===== config.mk =====
export PLATFORM = sky130hd
export DESIGN_NAME = i2c_page_wr_slave
export DESIGN_NICKNAME = d
export VERILOG_FILES = /design/src/rtl/i2c_pw_pkg.sv /design/src/rtl/i2c_pw_bus_sync.sv /design/src/rtl/i2c_pw_page_buf.sv /design/src/rtl/i2c_pw_commit.sv /design/src/rtl/i2c_page_wr_slave.sv
export SDC_FILE = /design/constraint.sdc
export NUM_CORES = 1
export LEC_CHECK = 0
export BUFFER_PORTS_ARGS = -buffer_cell sky130_fd_sc_hd__buf_2
export CAP_MARGIN = 0
export CELL_PAD_IN_SITES_DETAIL_PLACEMENT = 0
export CELL_PAD_IN_SITES_GLOBAL_PLACEMENT = 1
export CORE_UTILIZATION = 40
export CTS_CLUSTER_SIZE = 14
export DETAILED_ROUTE_END_ITERATION = 16
export PLACE_DENSITY = 0.62
export SLEW_MARGIN = 20
export SYNTH_ARGS = -nofsm -noshare
export SYNTH_HDL_FRONTEND = slang
export SYNTH_HIERARCHICAL = 1
export SYNTH_SLANG_ARGS = --single-unit

===== constraint.sdc =====
create_clock -name clk_i -period 6.4 [get_ports clk_i]
set_clock_uncertainty 0.2 [all_clocks]
set_input_delay 0 -clock clk_i [delete_from_list [all_inputs] [get_ports clk_i]]
set_output_delay 0 -clock clk_i [all_outputs]
set_load 0.03 [all_outputs]

===== src/rtl/i2c_pw_pkg.sv =====
package i2c_pw_pkg;
  localparam int ADDR_W = 8;
  typedef enum logic [2:0] {PH_IDLE, PH_DEV, PH_AHI, PH_ALO, PH_DATA} phase_e;
endpackage


===== src/rtl/i2c_pw_bus_sync.sv =====
module i2c_pw_bus_sync #(
  parameter int SYNC_STAGES = 2
) (
  input  logic clk_i,
  input  logic rst_ni,
  input  logic scl_i,
  input  logic sda_i,
  output logic scl_rise_o,
  output logic scl_fall_o,
  output logic start_o,
  output logic stop_o,
  output logic sda_o
);
  logic [SYNC_STAGES-1:0] scl_ff, sda_ff;
  logic scl_q, sda_q, scl_s;

  always_ff @(posedge clk_i or negedge rst_ni) begin
    if (!rst_ni) begin
      scl_ff <= '1;
      sda_ff <= '1;
      scl_q  <= 1'b1;
      sda_q  <= 1'b1;
    end else begin
      scl_ff <= {scl_ff[SYNC_STAGES-2:0], scl_i};
      sda_ff <= {sda_ff[SYNC_STAGES-2:0], sda_i};
      scl_q  <= scl_ff[SYNC_STAGES-1];
      sda_q  <= sda_ff[SYNC_STAGES-1];
    end
  end

  assign scl_s      = scl_ff[SYNC_STAGES-1];
  assign sda_o      = sda_ff[SYNC_STAGES-1];
  assign scl_rise_o = scl_s & ~scl_q;
  assign scl_fall_o = ~scl_s & scl_q;
  // SDA edges with SCL held high on both samples
  assign start_o    = scl_s & scl_q & sda_q & ~sda_o;
  assign stop_o     = scl_s & scl_q & ~sda_q & sda_o;
endmodule


===== src/rtl/i2c_pw_page_buf.sv =====
module i2c_pw_page_buf #(
  parameter int PAGE_BYTES = 8,
  localparam int PW = $clog2(PAGE_BYTES)
) (
  input  logic          clk_i,
  input  logic          rst_ni,
  input  logic          clr_i,
  input  logic          wr_i,
  input  logic [PW-1:0] wr_idx_i,
  input  logic [7:0]    wr_data_i,
  input  logic [PW-1:0] rd_idx_i,
  output logic [7:0]    rd_data_o,
  output logic          rd_vld_o
);
  logic [7:0] data_q [PAGE_BYTES];
  logic       vld_q  [PAGE_BYTES];

  for (genvar g = 0; g < PAGE_BYTES; g++) begin : g_entry
    always_ff @(posedge clk_i or negedge rst_ni) begin
      if (!rst_ni) begin
        data_q[g] <= '0;
        vld_q[g]  <= 1'b0;
      end else if (clr_i) begin
        vld_q[g]  <= 1'b0;
      end else if (wr_i && wr_idx_i == PW'(g)) begin
        data_q[g] <= wr_data_i;
        vld_q[g]  <= 1'b1;
      end
    end
  end

  assign rd_data_o = data_q[rd_idx_i];
  assign rd_vld_o  = vld_q[rd_idx_i];
endmodule


===== src/rtl/i2c_pw_commit.sv =====
module i2c_pw_commit #(
  parameter int PAGE_BYTES = 8,
  parameter int WR_CYCLES  = 1250000,
  localparam int PW = $clog2(PAGE_BYTES),
  localparam int CW = $clog2(WR_CYCLES + 1),
  localparam int AW = i2c_pw_pkg::ADDR_W
) (
  input  logic          clk_i,
  input  logic          rst_ni,
  input  logic          go_i,
  input  logic [AW-1:0] base_i,
  input  logic [7:0]    rd_data_i,
  input  logic          rd_vld_i,
  output logic [PW-1:0] rd_idx_o,
  output logic          busy_o,
  output logic          we_o,
  output logic [AW-1:0] addr_o,
  output logic [7:0]    data_o
);
  logic          sweep_q;
  logic [PW-1:0] idx_q;
  logic [CW-1:0] cnt_q;
  logic [AW-1:0] base_q;

  always_ff @(posedge clk_i or negedge rst_ni) begin
    if (!rst_ni) begin
      sweep_q <= 1'b0;
      idx_q   <= '0;
      cnt_q   <= '0;
      base_q  <= '0;
    end else if (go_i) begin
      sweep_q <= 1'b1;
      idx_q   <= '0;
      cnt_q   <= CW'(WR_CYCLES);
      base_q  <= base_i;
    end else begin
      if (cnt_q != '0) cnt_q <= cnt_q - 1'b1;
      if (sweep_q) begin
        idx_q <= idx_q + 1'b1;
        if (idx_q == PW'(PAGE_BYTES - 1)) sweep_q <= 1'b0;
      end
    end
  end

  // sweep finishes well inside the busy window (WR_CYCLES > PAGE_BYTES)
  assign rd_idx_o = idx_q;
  assign busy_o   = cnt_q != '0;
  assign we_o     = sweep_q & rd_vld_i;
  assign addr_o   = base_q | AW'(idx_q);
  assign data_o   = rd_data_i;
endmodule


===== src/rtl/i2c_page_wr_slave.sv =====
module i2c_page_wr_slave #(
  parameter logic [6:0] DEV_ADDR   = 7'h6F,
  parameter int         PAGE_BYTES = 8,
  parameter int         WR_CYCLES  = 1250000
) (
  input  logic       clk_i,
  input  logic       rst_ni,
  input  logic       scl_i,
  input  logic       sda_i,
  output logic       sda_oe_o,
  output logic       mem_we_o,
  output logic [7:0] mem_addr_o,
  output logic [7:0] mem_data_o
);
  import i2c_pw_pkg::*;
  localparam int PW = $clog2(PAGE_BYTES);
  localparam logic [ADDR_W-1:0] PG_MASK = ADDR_W'(PAGE_BYTES - 1);

  logic scl_rise, scl_fall, start_det, stop_det, sda_s;
  logic busy, commit_go_q;
  phase_e phase_q, nxt_q, byte_nxt;
  logic [3:0] bit_cnt_q;
  logic in_ack_q, ack_q, have_q, byte_ack;
  logic [7:0] shreg_q;
  logic [PW-1:0] ptr_q, rd_idx;
  logic [ADDR_W-1:0] base_q;
  logic buf_wr, buf_clr, rd_vld;
  logic [7:0] rd_data;

  i2c_pw_bus_sync #(.SYNC_STAGES(2)) u_sync (
    .clk_i, .rst_ni, .scl_i, .sda_i,
    .scl_rise_o(scl_rise), .scl_fall_o(scl_fall),
    .start_o(start_det), .stop_o(stop_det), .sda_o(sda_s)
  );

  always_comb begin
    byte_ack = 1'b0;
    byte_nxt = PH_IDLE;
    unique case (phase_q)
      PH_DEV:  begin
        byte_ack = shreg_q[7:1] == DEV_ADDR;
        byte_nxt = shreg_q[0] ? PH_IDLE : PH_AHI;  // read: ACK only
      end
      PH_AHI:  begin byte_ack = shreg_q == 8'h00; byte_nxt = PH_ALO;  end
      PH_ALO:  begin byte_ack = 1'b1;             byte_nxt = PH_DATA; end
      PH_DATA: begin byte_ack = 1'b1;             byte_nxt = PH_DATA; end
      default: ;
    endcase
  end

  always_ff @(posedge clk_i or negedge rst_ni) begin
    if (!rst_ni) begin
      phase_q     <= PH_IDLE;
      nxt_q       <= PH_IDLE;
      bit_cnt_q   <= '0;
      in_ack_q    <= 1'b0;
      ack_q       <= 1'b0;
      have_q      <= 1'b0;
      shreg_q     <= '0;
      ptr_q       <= '0;
      base_q      <= '0;
      commit_go_q <= 1'b0;
    end else begin
      commit_go_q <= 1'b0;
      if (busy || start_det || stop_det) begin
        // stop rides on one SCL rise, so up to one shifted bit is tolerated
        if (!busy && stop_det && phase_q == PH_DATA && have_q && !in_ack_q
            && bit_cnt_q <= 4'd1)
          commit_go_q <= 1'b1;
        phase_q   <= (!busy && start_det) ? PH_DEV : PH_IDLE;
        bit_cnt_q <= '0;
        in_ack_q  <= 1'b0;
        ack_q     <= 1'b0;
        have_q    <= 1'b0;
      end else if (phase_q != PH_IDLE) begin
        if (scl_rise && !in_ack_q) begin
          shreg_q   <= {shreg_q[6:0], sda_s};
          bit_cnt_q <= bit_cnt_q + 4'd1;
        end
        if (scl_fall) begin
          if (in_ack_q) begin
            in_ack_q <= 1'b0;
            ack_q    <= 1'b0;
            phase_q  <= ack_q ? nxt_q : PH_IDLE;
            if (phase_q == PH_DATA) begin
              ptr_q  <= ptr_q + 1'b1;
              have_q <= 1'b1;
            end
          end else if (bit_cnt_q == 4'd8) begin
            bit_cnt_q <= '0;
            in_ack_q  <= 1'b1;
            ack_q     <= byte_ack;
            nxt_q     <= byte_nxt;
            if (phase_q == PH_ALO) begin
              ptr_q  <= shreg_q[PW-1:0];
              base_q <= shreg_q & ~PG_MASK;
            end
          end
        end
      end
    end
  end

  assign buf_clr = start_det & ~busy;
  assign buf_wr  = scl_fall & in_ack_q & ack_q & (phase_q == PH_DATA)
                 & ~busy & ~start_det & ~stop_det;

  i2c_pw_page_buf #(.PAGE_BYTES(PAGE_BYTES)) u_buf (
    .clk_i, .rst_ni,
    .clr_i(buf_clr), .wr_i(buf_wr), .wr_idx_i(ptr_q), .wr_data_i(shreg_q),
    .rd_idx_i(rd_idx), .rd_data_o(rd_data), .rd_vld_o(rd_vld)
  );

  i2c_pw_commit #(.PAGE_BYTES(PAGE_BYTES), .WR_CYCLES(WR_CYCLES)) u_commit (
    .clk_i, .rst_ni,
    .go_i(commit_go_q), .base_i(base_q),
    .rd_data_i(rd_data), .rd_vld_i(rd_vld), .rd_idx_o(rd_idx),
    .busy_o(busy), .we_o(mem_we_o), .addr_o(mem_addr_o), .data_o(mem_data_o)
  );

  assign sda_oe_o = ack_q;
endmodule


==> impl_metrics.yaml, run 1 <==
synth:
  synth_common_cells: "135 x dfrtp_1, 91 x mux2_2, 28 x a21oi_1, 20 x o21ai_0, 18 x mux4_1"
  netlist_instances: 524
  ys.flop_type: "dfrtp_1"
  async_flop_share_pct: 100
  synth_area_sq_mm: 0.00687
  synth_seq_area_share_pct: 51.5
  synth.avg_cell_area_sq_um: 13.1
  synth_area_leaders: "dfrtp_1 49%, mux2_2 15%, mux4_1 6.9%"
  synth_top_area_share_pct: 49.2
  synth_edf_count: 0
  synth_largest_area_cell: "dfrtp_1"
  synth-seq-cells: 141
  yosys_warnings: 6
  ys_types: 64
  yosysMostFrequentCell: "dfrtp_1"
global_routing:
  grtUsageTotal_pct: 17.5
  grt_max_degree: 72
  grt.overflow.total: 0
  antenna_found_initial: 0
  grt_pass1_wl_mm: 23.7
  grt_pass1_vias: 4362
route:
  ant_nets: 0
  via_count: 4313
  wl_mm: 14.4
  drt_pre_antenna_iters: 5
  drt_iter0_drc: 206
  drcViolationCount: 0
  drt-wirelength-per-cell_um: 18.6
  vias_per_cell: 5.57
cells_and_area:
  areaGrowthSynthToFinish_pct: 12.5
  fillers: 1525
  drive_above_1_share_pct: 31.7
  antennaDiodeCount: 0
  nets: 555
sta:
  period_needed_ps: 4440
  setup_tns_ps: 0
  setup_viol: 0
  slew_headroom_pct: 37.5
  slew_violations: 0
  tightest_slew_ps: 938
  hold_viol_final: 0
  fin_crit_sh_pct: 69.3
  max_freq_ghz: 0.225
  rsz0062_at_grt: "false"
worst_setup_path:
  rr_worst_depth: 8
  start_kind: "register"
  timing.setup.critical_path_class: "register to register"
  cp_max_fo: 9
  cp-end-kind: "register"
  cp.arrival_ps: 4540
  required_ps: 6500
outcome:
  status: "finished clean"
place:
  routabilityCongestion: 0.725
  port_buffers: 21
  post-dp-hpwl_mm: 9.00
floorplan:
  dieArea_sq_mm: 0.0177
  num_io_pins: 22
  die_y_um: 133
  fp-row-count: 47
  core_sq_mm: 0.0167
  die_w_um: 133
  initial_core_util_pct: 41.1
clocking:
  clockBufferDepth: 2
  path_clk_slew_ps: 60
  cts_tree: "done"
  clock_latency_ps: 420
  clock_sinks: 141
  h-tree-depth: 4
  numCtsBuffers: 17
  post_cts_buffers: 0
  root_buffer: "clkbuf_16"
pwr:
  total_power_mw: 2.12
  vdd_drop_max_mv: 0.217
  cellPowerDensity_mw_per_mm2: 275
  p_leak_nw: 3.84
hold_path:
  hold_path_class: "input pin to register"
  whs_path_depth: 2
job:
  maxCapViolCount: 0
path summary, 6_finish.rpt:
check	from	slack [ps]	to
setup / recovery	u_commit/cnt_q[6]	1960	u_buf/data_q[13]
hold / removal	scl_i	20	u_sync/scl_ff[0]
setup reg to reg	u_commit/cnt_q[6]	1960	u_buf/data_q[13]
hold reg to reg	u_sync/sda_ff[0]	150	u_sync/sda_ff[1]
max in group asynchronous	rst_ni	4080	u_commit/rd_idx_o[0]
min in group asynchronous	rst_ni	520	u_commit/cnt_q[0]
timing repair:
action,CTS,global route
resized for setup,0,0
hold buffers,5,0
endpoints found under the hold margin,73,0
where the power goes:
group / internal [mW] / total (mW) / leakage [nW] / switching [mW]
clock network: 0.631 / 1.01 / 0.293 / 0.378
logic: 0.0474 / 0.100 / 1.61 / 0.0531
registers: 0.922 / 1.02 / 1.94 / 0.0936
total: 1.60 / 2.12 / 3.84 / 0.524
metal layers:
layer / wire length (um) / up-vias / part of all wire [%] / track usage, %
met2: 6740 / 77 / 47 / 27.4
met3: 404 / 14 / 2.8 / 3.56
met4: 203 / 0 / 1.4 / 6.19
li1: - / 1994 / - / -
met1: 7030 / 2228 / 49 / 24.0
met5: 0 / - / 0 / 0
flip-flops by register name, summed over array words and instances, names as in the netlist, 2 cells and up:
register           flops
base_q                 5
bit_cnt_q              4
nxt_q                  3
phase_q                3
ptr_q                  3
shreg_q                8
u_buf/data_q          64
u_buf/vld_q            8
u_commit/base_q        8
u_commit/cnt_q        21
u_commit/rd_idx_o      3
u_sync/scl_ff          2
u_sync/sda_ff          2
kinds of logic (layout without fill, tap and decap cells):
| group | after synthesis | in the layout | synth area share (%) |
|---|---|---|---|
| DFF | 141 | 141 | 51.5 |
| adders and majority gates | 8 | 8 | 1.46 |
| other | 1 | 3 | 0.0546 |
| AOI/OAI and AO/OA | 81 | 81 | 7.27 |
| and+or+nand+nor | 126 | 126 | 11.9 |
| muxes | 121 | 121 | 23.9 |
| buffers and inverters | 45 | 74 | 3.84 |
| xor gates and xnor gates | 1 | 1 | 0.128 |
cells in the final DEF (no fill, tap or decap), drive strengths merged, types with 11 or more instances in the layout:
| cell type | count |
|---|---|
| a21oi | 28 |
| buf | 24 |
| clkbuf | 21 |
| dfrtp | 135 |
| inv | 15 |
| mux2 | 97 |
| mux4 | 18 |
| nand2 | 16 |
| nor2 | 18 |
| o21ai | 20 |
| or4 | 11 |
critical path, stage by stage, from the launching register on:
cell and delay, ps:
dfrtp_1 410, nor4_1 770, and2_1 360, nand4_1 270, nor3_1 730, and3_1 360, nor3b_2 340, and3_1 490
mux2_2 390
area by class of cell:
class	instances	area [sq um]	area share (%)
Timing Repair Buffer	29	184	2.38
Clock buffer	21	460	5.96
Sequential cell	141	3540	45.8
Multi-Input combinational cell	340	3080	39.8
Tap cell	220	275	3.56
Inverter	14	52.6	0.680
Clock inverter	10	139	1.80
per-stage QoR:
stage          worst slack, ps  std cells  hold WS, ps  utilization (%)  cell area (sq um)
2_1_floorplan             2890        526         -496                -               6880
3_3_place_gp              2290        739         -127             42.4               7080
3_5_place_dp              2070        739         -124             42.4               7080
5_1_grt                   1660        775         9.53             46.3               7730
4_1_cts                   2040        775         3.89             46.3               7720
6_report                  1960        775         22.0             46.3               7730
No activity file was read; power rests on OpenSTA's default activity.
==> run 2, diff against run 1 <==
- clock period: 6.4 -> 4.2 ns (I/O delays scaled with it)
==> impl_metrics.yaml, run 2 (synthesis results as in run 1) <==
route:
  ant_nets: 0
  via_count: 4342
  routed.top_layer: "met4"
  vias_per_cell: 5.52
  drt-wirelength-per-cell_um: 18.2
  wl_mm: 14.3
  drt_iter0_drc: 266
  drcViolationCount: 0
  drt-met1-wl_mm: 7.32
  wl_met3_um: 434
  dr_wl_met2_mm: 6.43
  drt_pre_antenna_iters: 4
cells_and_area:
  final_cell_mix: "135 x dfrtp_1, 91 x mux2_2, 28 x a21oi_1"
  nets: 565
  areaGrowthSynthToFinish_pct: 14.2
  antennaDiodeCount: 0
  drive_above_1_share_pct: 32.9
  reg_top3: "u_buf/data_q: 64 flops, u_commit/cnt_q: 21 flops"
  largest_reg_flops: 64
  regMostFlops: "u_buf/data_q"
  mostFrequentLayoutCell: "dfrtp_1"
sta:
  fin_crit_sh_pct: 81.6
  fin_ws_ps: 773
  rsz0062_at_grt: "false"
  holdWs_ps: 154
  max_freq_ghz: 0.292
  hold_viol_final: 0
  slew_violations: 0
  setup_tns_ps: 0
  period_needed_ps: 3430
  tightest_slew_ps: 916
  slew_headroom_pct: 38.9
  setup_viol: 0
global_routing:
  grt_pass1_wl_mm: 24.1
  grt_pass1_vias: 4385
  antenna_found_initial: 0
  grt.overflow.total: 0
  grt_max_degree: 66
  grtUsageTotal_pct: 17.8
clocking:
  postCtsResizedCells: 0
  clock_sinks: 141
  numCtsBuffers: 17
  h-tree-depth: 4
  cts_tree: "done"
  path_clk_slew_ps: 60
  root_buffer: "clkbuf_16"
  clockBufferDepth: 2
  clock_latency_ps: 420
worst_setup_path:
  timing.setup.critical_path_class: "register to register"
  reg2reg_slack_ps: 770
  cp.arrival_ps: 3530
  required_ps: 4300
  cp_max_fo: 9
  start_kind: "register"
  cp-end-kind: "register"
floorplan:
  dieArea_sq_mm: 0.0177
  num_io_pins: 22
  fp-row-count: 47
  die_y_um: 133
  initial_core_util_pct: 41.1
  die_w_um: 133
  core_sq_mm: 0.0167
hold_path:
  hold_path_class: "register to register"
pwr:
  cellPowerDensity_mw_per_mm2: 418
  p_leak_nw: 3.91
  vdd_drop_max_mv: 0.278
place:
  post-dp-hpwl_mm: 9.28
  port_buffers: 21
  pre_cts_ws_ps: 744
  routabilityCongestion: 0.754
outcome:
  status: "finished clean"
job:
  maxCapViolCount: 0
==> run 2: cell count changes in the layout (fill, tap and decap cells not counted), sizes merged <==
cell         change
clkbuf           -1
clkinv           +3
buf              +9
inv              -1
bufinv           +1
dlygate4sd3      +1
clkinvlp         -1
==> run 2: cell type report <==
class | instances | area, sq um
Clock buffer | 20 | 457
Clock inverter | 12 | 168
Fill cell | 1492 | 8850
Inverter | 14 | 52.6
Multi-Input combinational cell | 340 | 3080
Sequential cell | 141 | 3540
Tap cell | 220 | 275
Timing Repair Buffer | 39 | 282
==> run 2: metal layers <==
layer / track usage [%] / up-vias
li1: - / 2030
met1: 25.7 / 2234
met2: 26.4 / 63
met3: 4.79 / 15
met4: 4.34 / 0
met5: 0 / -
==> run 2: worst paths after layout <==
path,start,endpoint,cells past startpoint
max,u_commit/cnt_q[9],u_buf/data_q[13],9
min,u_sync/sda_ff[0],u_sync/sda_ff[1],0
max reg2reg,u_commit/cnt_q[9],u_buf/data_q[13],9
min reg2reg,u_sync/sda_ff[0],u_sync/sda_ff[1],0
max in group asynchronous,rst_ni,u_sync/sda_ff[1],4
min in group asynchronous,rst_ni,u_commit/cnt_q[16],4
==> run 2: timing repair <==
item                      CTS  global route
hold endpoints to repair   67             0
setup buffers               0             0
hold buffers                7             0
==> run 2: worst max-delay path: stages (launching register included) <==
cell	delay (ps)
dfrtp_1	420
nor4_1	300
buf_4	200
and2_1	230
nand4_1	230
nor3_1	280
and3_1	280
nor3b_2	340
and3_1	460
mux2_2	380
==> run 2: power by group <==
group          internal [mW]  switching [mW]  total [mW]  leakage [nW]
Sequential              1.40           0.145        1.55          1.94
Combinational         0.0773          0.0795       0.157          1.66
Clock                   1.02           0.554        1.57         0.313
==> run 2: stage by stage <==
step	area [sq um]	instances	power (mW)	utilization, %
after floorplan	6880	526	1.61	-
after global placement	7140	747	1.73	42.7
after detailed placement	7140	747	1.73	42.7
after CTS	7850	786	3.33	47.0
after global routing	7850	786	3.43	47.0
final	7850	786	3.28	47.0
==> run 3, diff against run 2 <==
- ABC_AREA: default -> 1
- PLACE_DENSITY: 0.62 -> 0.67
- clock period: 4.2 -> 3.6 ns (I/O delays scaled with it)
==> impl_metrics.yaml, run 3 <==
cells_and_area:
  largest_reg_flops: 64
  final_cell_mix: "300 x nand2_1, 141 x inv_1, 135 x dfrtp_1"
  regMostFlops: "u_buf/data_q"
  nets: 997
  mostFrequentLayoutCell: "nand2_1"
  antennaDiodeCount: 0
  reg_top3: "u_buf/data_q: 64 flops, u_commit/cnt_q: 21 flops"
  fin_util_pct: 45.4
  areaGrowthSynthToFinish_pct: 10.8
  drive_above_1_share_pct: 16.8
  fillers: 1934
  finalNonFillerCells: 1232
pwr:
  p_sw_uw: 852
  seq_power_share_pct: 44.4
  vdd_drop_max_mv: 0.292
  p_int_mw: 2.85
  p_leak_nw: 4.35
  cellPowerDensity_mw_per_mm2: 434
  power_frac_clock_pct: 50.4
  switching_share_pct: 23.0
  total_power_mw: 3.70
  p_comb_share_pct: 5.3
synth:
  ys.flop_type: "dfrtp_1"
  yosysMostFrequentCell: "nand2_1"
  synth_seq_area_share_pct: 46.0
  synth_edf_count: 0
  yosys_warnings: 6
  synth.avg_cell_area_sq_um: 7.89
  synth_largest_area_cell: "dfrtp_1"
  ys_types: 43
  synth_top_area_share_pct: 43.9
  synth_area_sq_mm: 0.00769
  netlist_instances: 974
  synth_common_cells: "300 x nand2_1, 141 x inv_1, 135 x dfrtp_1, 80 x nand3_1, 47 x nor2_1"
  synth_area_leaders: "dfrtp_1 44%, nand2_1 15%, inv_1 6.9%"
  async_flop_share_pct: 100
  synth-seq-cells: 141
place:
  placed_cells: 1197
  post-dp-hpwl_mm: 11.6
  routabilityCongestion: 0.756
  port_buffers: 21
worst_setup_path:
  crit_path_start: "u_commit/cnt_q[0]"
  cp_max_fo: 17
  cp.buffers_inverters: 4
  timing.setup.critical_path_class: "register to register"
  worstReg2RegEnd: "u_buf/data_q[62]"
  crit_path_top_delay_cell: "dfrtp_1"
  crit_family: "simple AND/OR/NAND/NOR gates"
  cp-endpoint: "u_buf/data_q[62]"
  timing.rr.start: "u_commit/cnt_q[0]"
  cp-end-kind: "register"
  crit_chain: "inv_1, ha_1, inv_1, nor3_4, nand4_1, inv_1, nand2_2, nor3_1, inv_1, nor2_4, nand3_2, nand2_1, o21ai_2"
  slowest_delay_ps: 360
  reg2reg_slack_ps: 580
  crit_top_cell: "inv_1"
  start_kind: "register"
  required_ps: 3690
  rr_worst_depth: 13
  cp.depth: 13
  cp.arrival_ps: 3110
route:
  drt_iter0_drc: 291
  drt_pre_antenna_iters: 5
  wl_mm: 17.5
  drcViolationCount: 0
  vias_per_cell: 4.74
  ant_nets: 0
  via_count: 5845
  drt-wirelength-per-cell_um: 14.2
floorplan:
  die_y_um: 141
  die_w_um: 141
  num_io_pins: 22
  fp-row-count: 50
  core_sq_mm: 0.0188
  initial_core_util_pct: 41.0
  dieArea_sq_mm: 0.0198
global_routing:
  grt_max_degree: 81
  grt.overflow.total: 0
  antenna_found_initial: 0
  grt_pass1_vias: 5656
  grt_pass1_wl_mm: 29.8
  grtUsageTotal_pct: 19.5
clocking:
  path_clk_slew_ps: 60
  clockBufferDepth: 2
  h-tree-depth: 4
  clock_latency_ps: 420
  root_buffer: "clkbuf_16"
  numCtsBuffers: 17
  postCtsResizedCells: 0
  cts_tree: "done"
  clock_sinks: 141
sta:
  tightest_slew_ps: 792
  rsz0062_at_grt: "false"
  fin_crit_sh_pct: 83.9
  period_needed_ps: 3020
  setup_viol: 0
  max_freq_ghz: 0.331
  hold_viol_final: 0
  setup_tns_ps: 0
  slew_headroom_pct: 46.9
  slew_violations: 0
hold_path:
  hold_path_class: "input pin to async pin"
outcome:
  status: "finished clean"
job:
  maxCapViolCount: 0
run 3: changes by cell type in the layout (fill, tap and decap cells not counted), moves of 29 or more:
cell,change
inv_1,+127
nand3_1,+70
o21ai_1,+38
nand2_1,+284
o21ai_2,+29
nor2_1,+30
mux2_2,-91
run 3: power by group through the flow:
stage | sequential (mW) | combinational (mW) | clock (mW)
floorplan | 1.66 | 0.118 | 0
global placement | 1.67 | 0.198 | 0
detailed placement | 1.67 | 0.197 | 0
CTS | 1.64 | 0.201 | 1.92
global route | 1.65 | 0.223 | 1.99
finish | 1.64 | 0.195 | 1.86
run 3: logic make-up (layout without fill, tap and decap cells):
logic type / count (synthesis) / count (layout) / synth area share (%)
buffers and inverters: 196 / 218 / 11.7
adder cells (fa/ha/maj): 8 / 8 / 1.30
AND/OR/NAND/NOR: 505 / 505 / 31.1
AO/OA/AOI/OAI: 120 / 120 / 9.57
XOR/XNOR: 3 / 3 / 0.342
flip-flops: 141 / 141 / 46.0
other: 1 / 3 / 0.0488
run 3: layout make-up:
type | instances | area (sq um) | area share [%]
clock inverter | 11 | 165 | 1.94
tap | 234 | 293 | 3.44
clock buffer | 21 | 460 | 5.40
multi-input combinational | 639 | 3260 | 38.3
inverter | 156 | 603 | 7.08
sequential | 141 | 3540 | 41.5
timing repair buffer | 30 | 199 | 2.34
run 3: metal layers:
metal | global-route usage [%] | routed length (um)
met2 | 30.1 | 7770
met1 | 28.0 | 9140
met4 | 5.32 | 125
met5 | 0 | 0
met3 | 3.70 | 487
run 3: what timing repair did:
| item | 4_1_cts | 5_1_grt |
|---|---|---|
| hold buffers | 3 | 0 |
| endpoints found under the hold margin | 81 | 0 |
| setup buffers | 0 | 0 |
run 3: worst min-delay path by stage:
stage | from | end | slack (ps)
detailed placement | scl_i | u_sync/scl_ff[0] | -90
global route | scl_i | u_sync/scl_ff[0] | 7
global placement | sda_i | u_sync/sda_ff[0] | -100
CTS | scl_i | u_sync/scl_ff[0] | 2
floorplan | rst_ni | base_q[3] | -500
finish | rst_ni | u_commit/cnt_q[10] | 7
run 3: stage by stage:
stage	setup slack [ps]	hold slack (ps)	cell area [sq um]
floorplan	928	-496	7690
global placement	654	-95.2	7860
detailed placement	537	-93.4	7860
CTS	532	1.68	8520
global route	253	7.46	8520
finish	578	7.38	8520
run 3: worst register-to-register path: cells and delay by family (launching register included):
kind | cells | cell delay [ps]
and+or+nand+nor | 7 | 1550
buffers and inverters | 4 | 540
DFF | 1 | 360
adders and majority gates | 1 | 190
AOI/OAI and AO/OA | 1 | 60
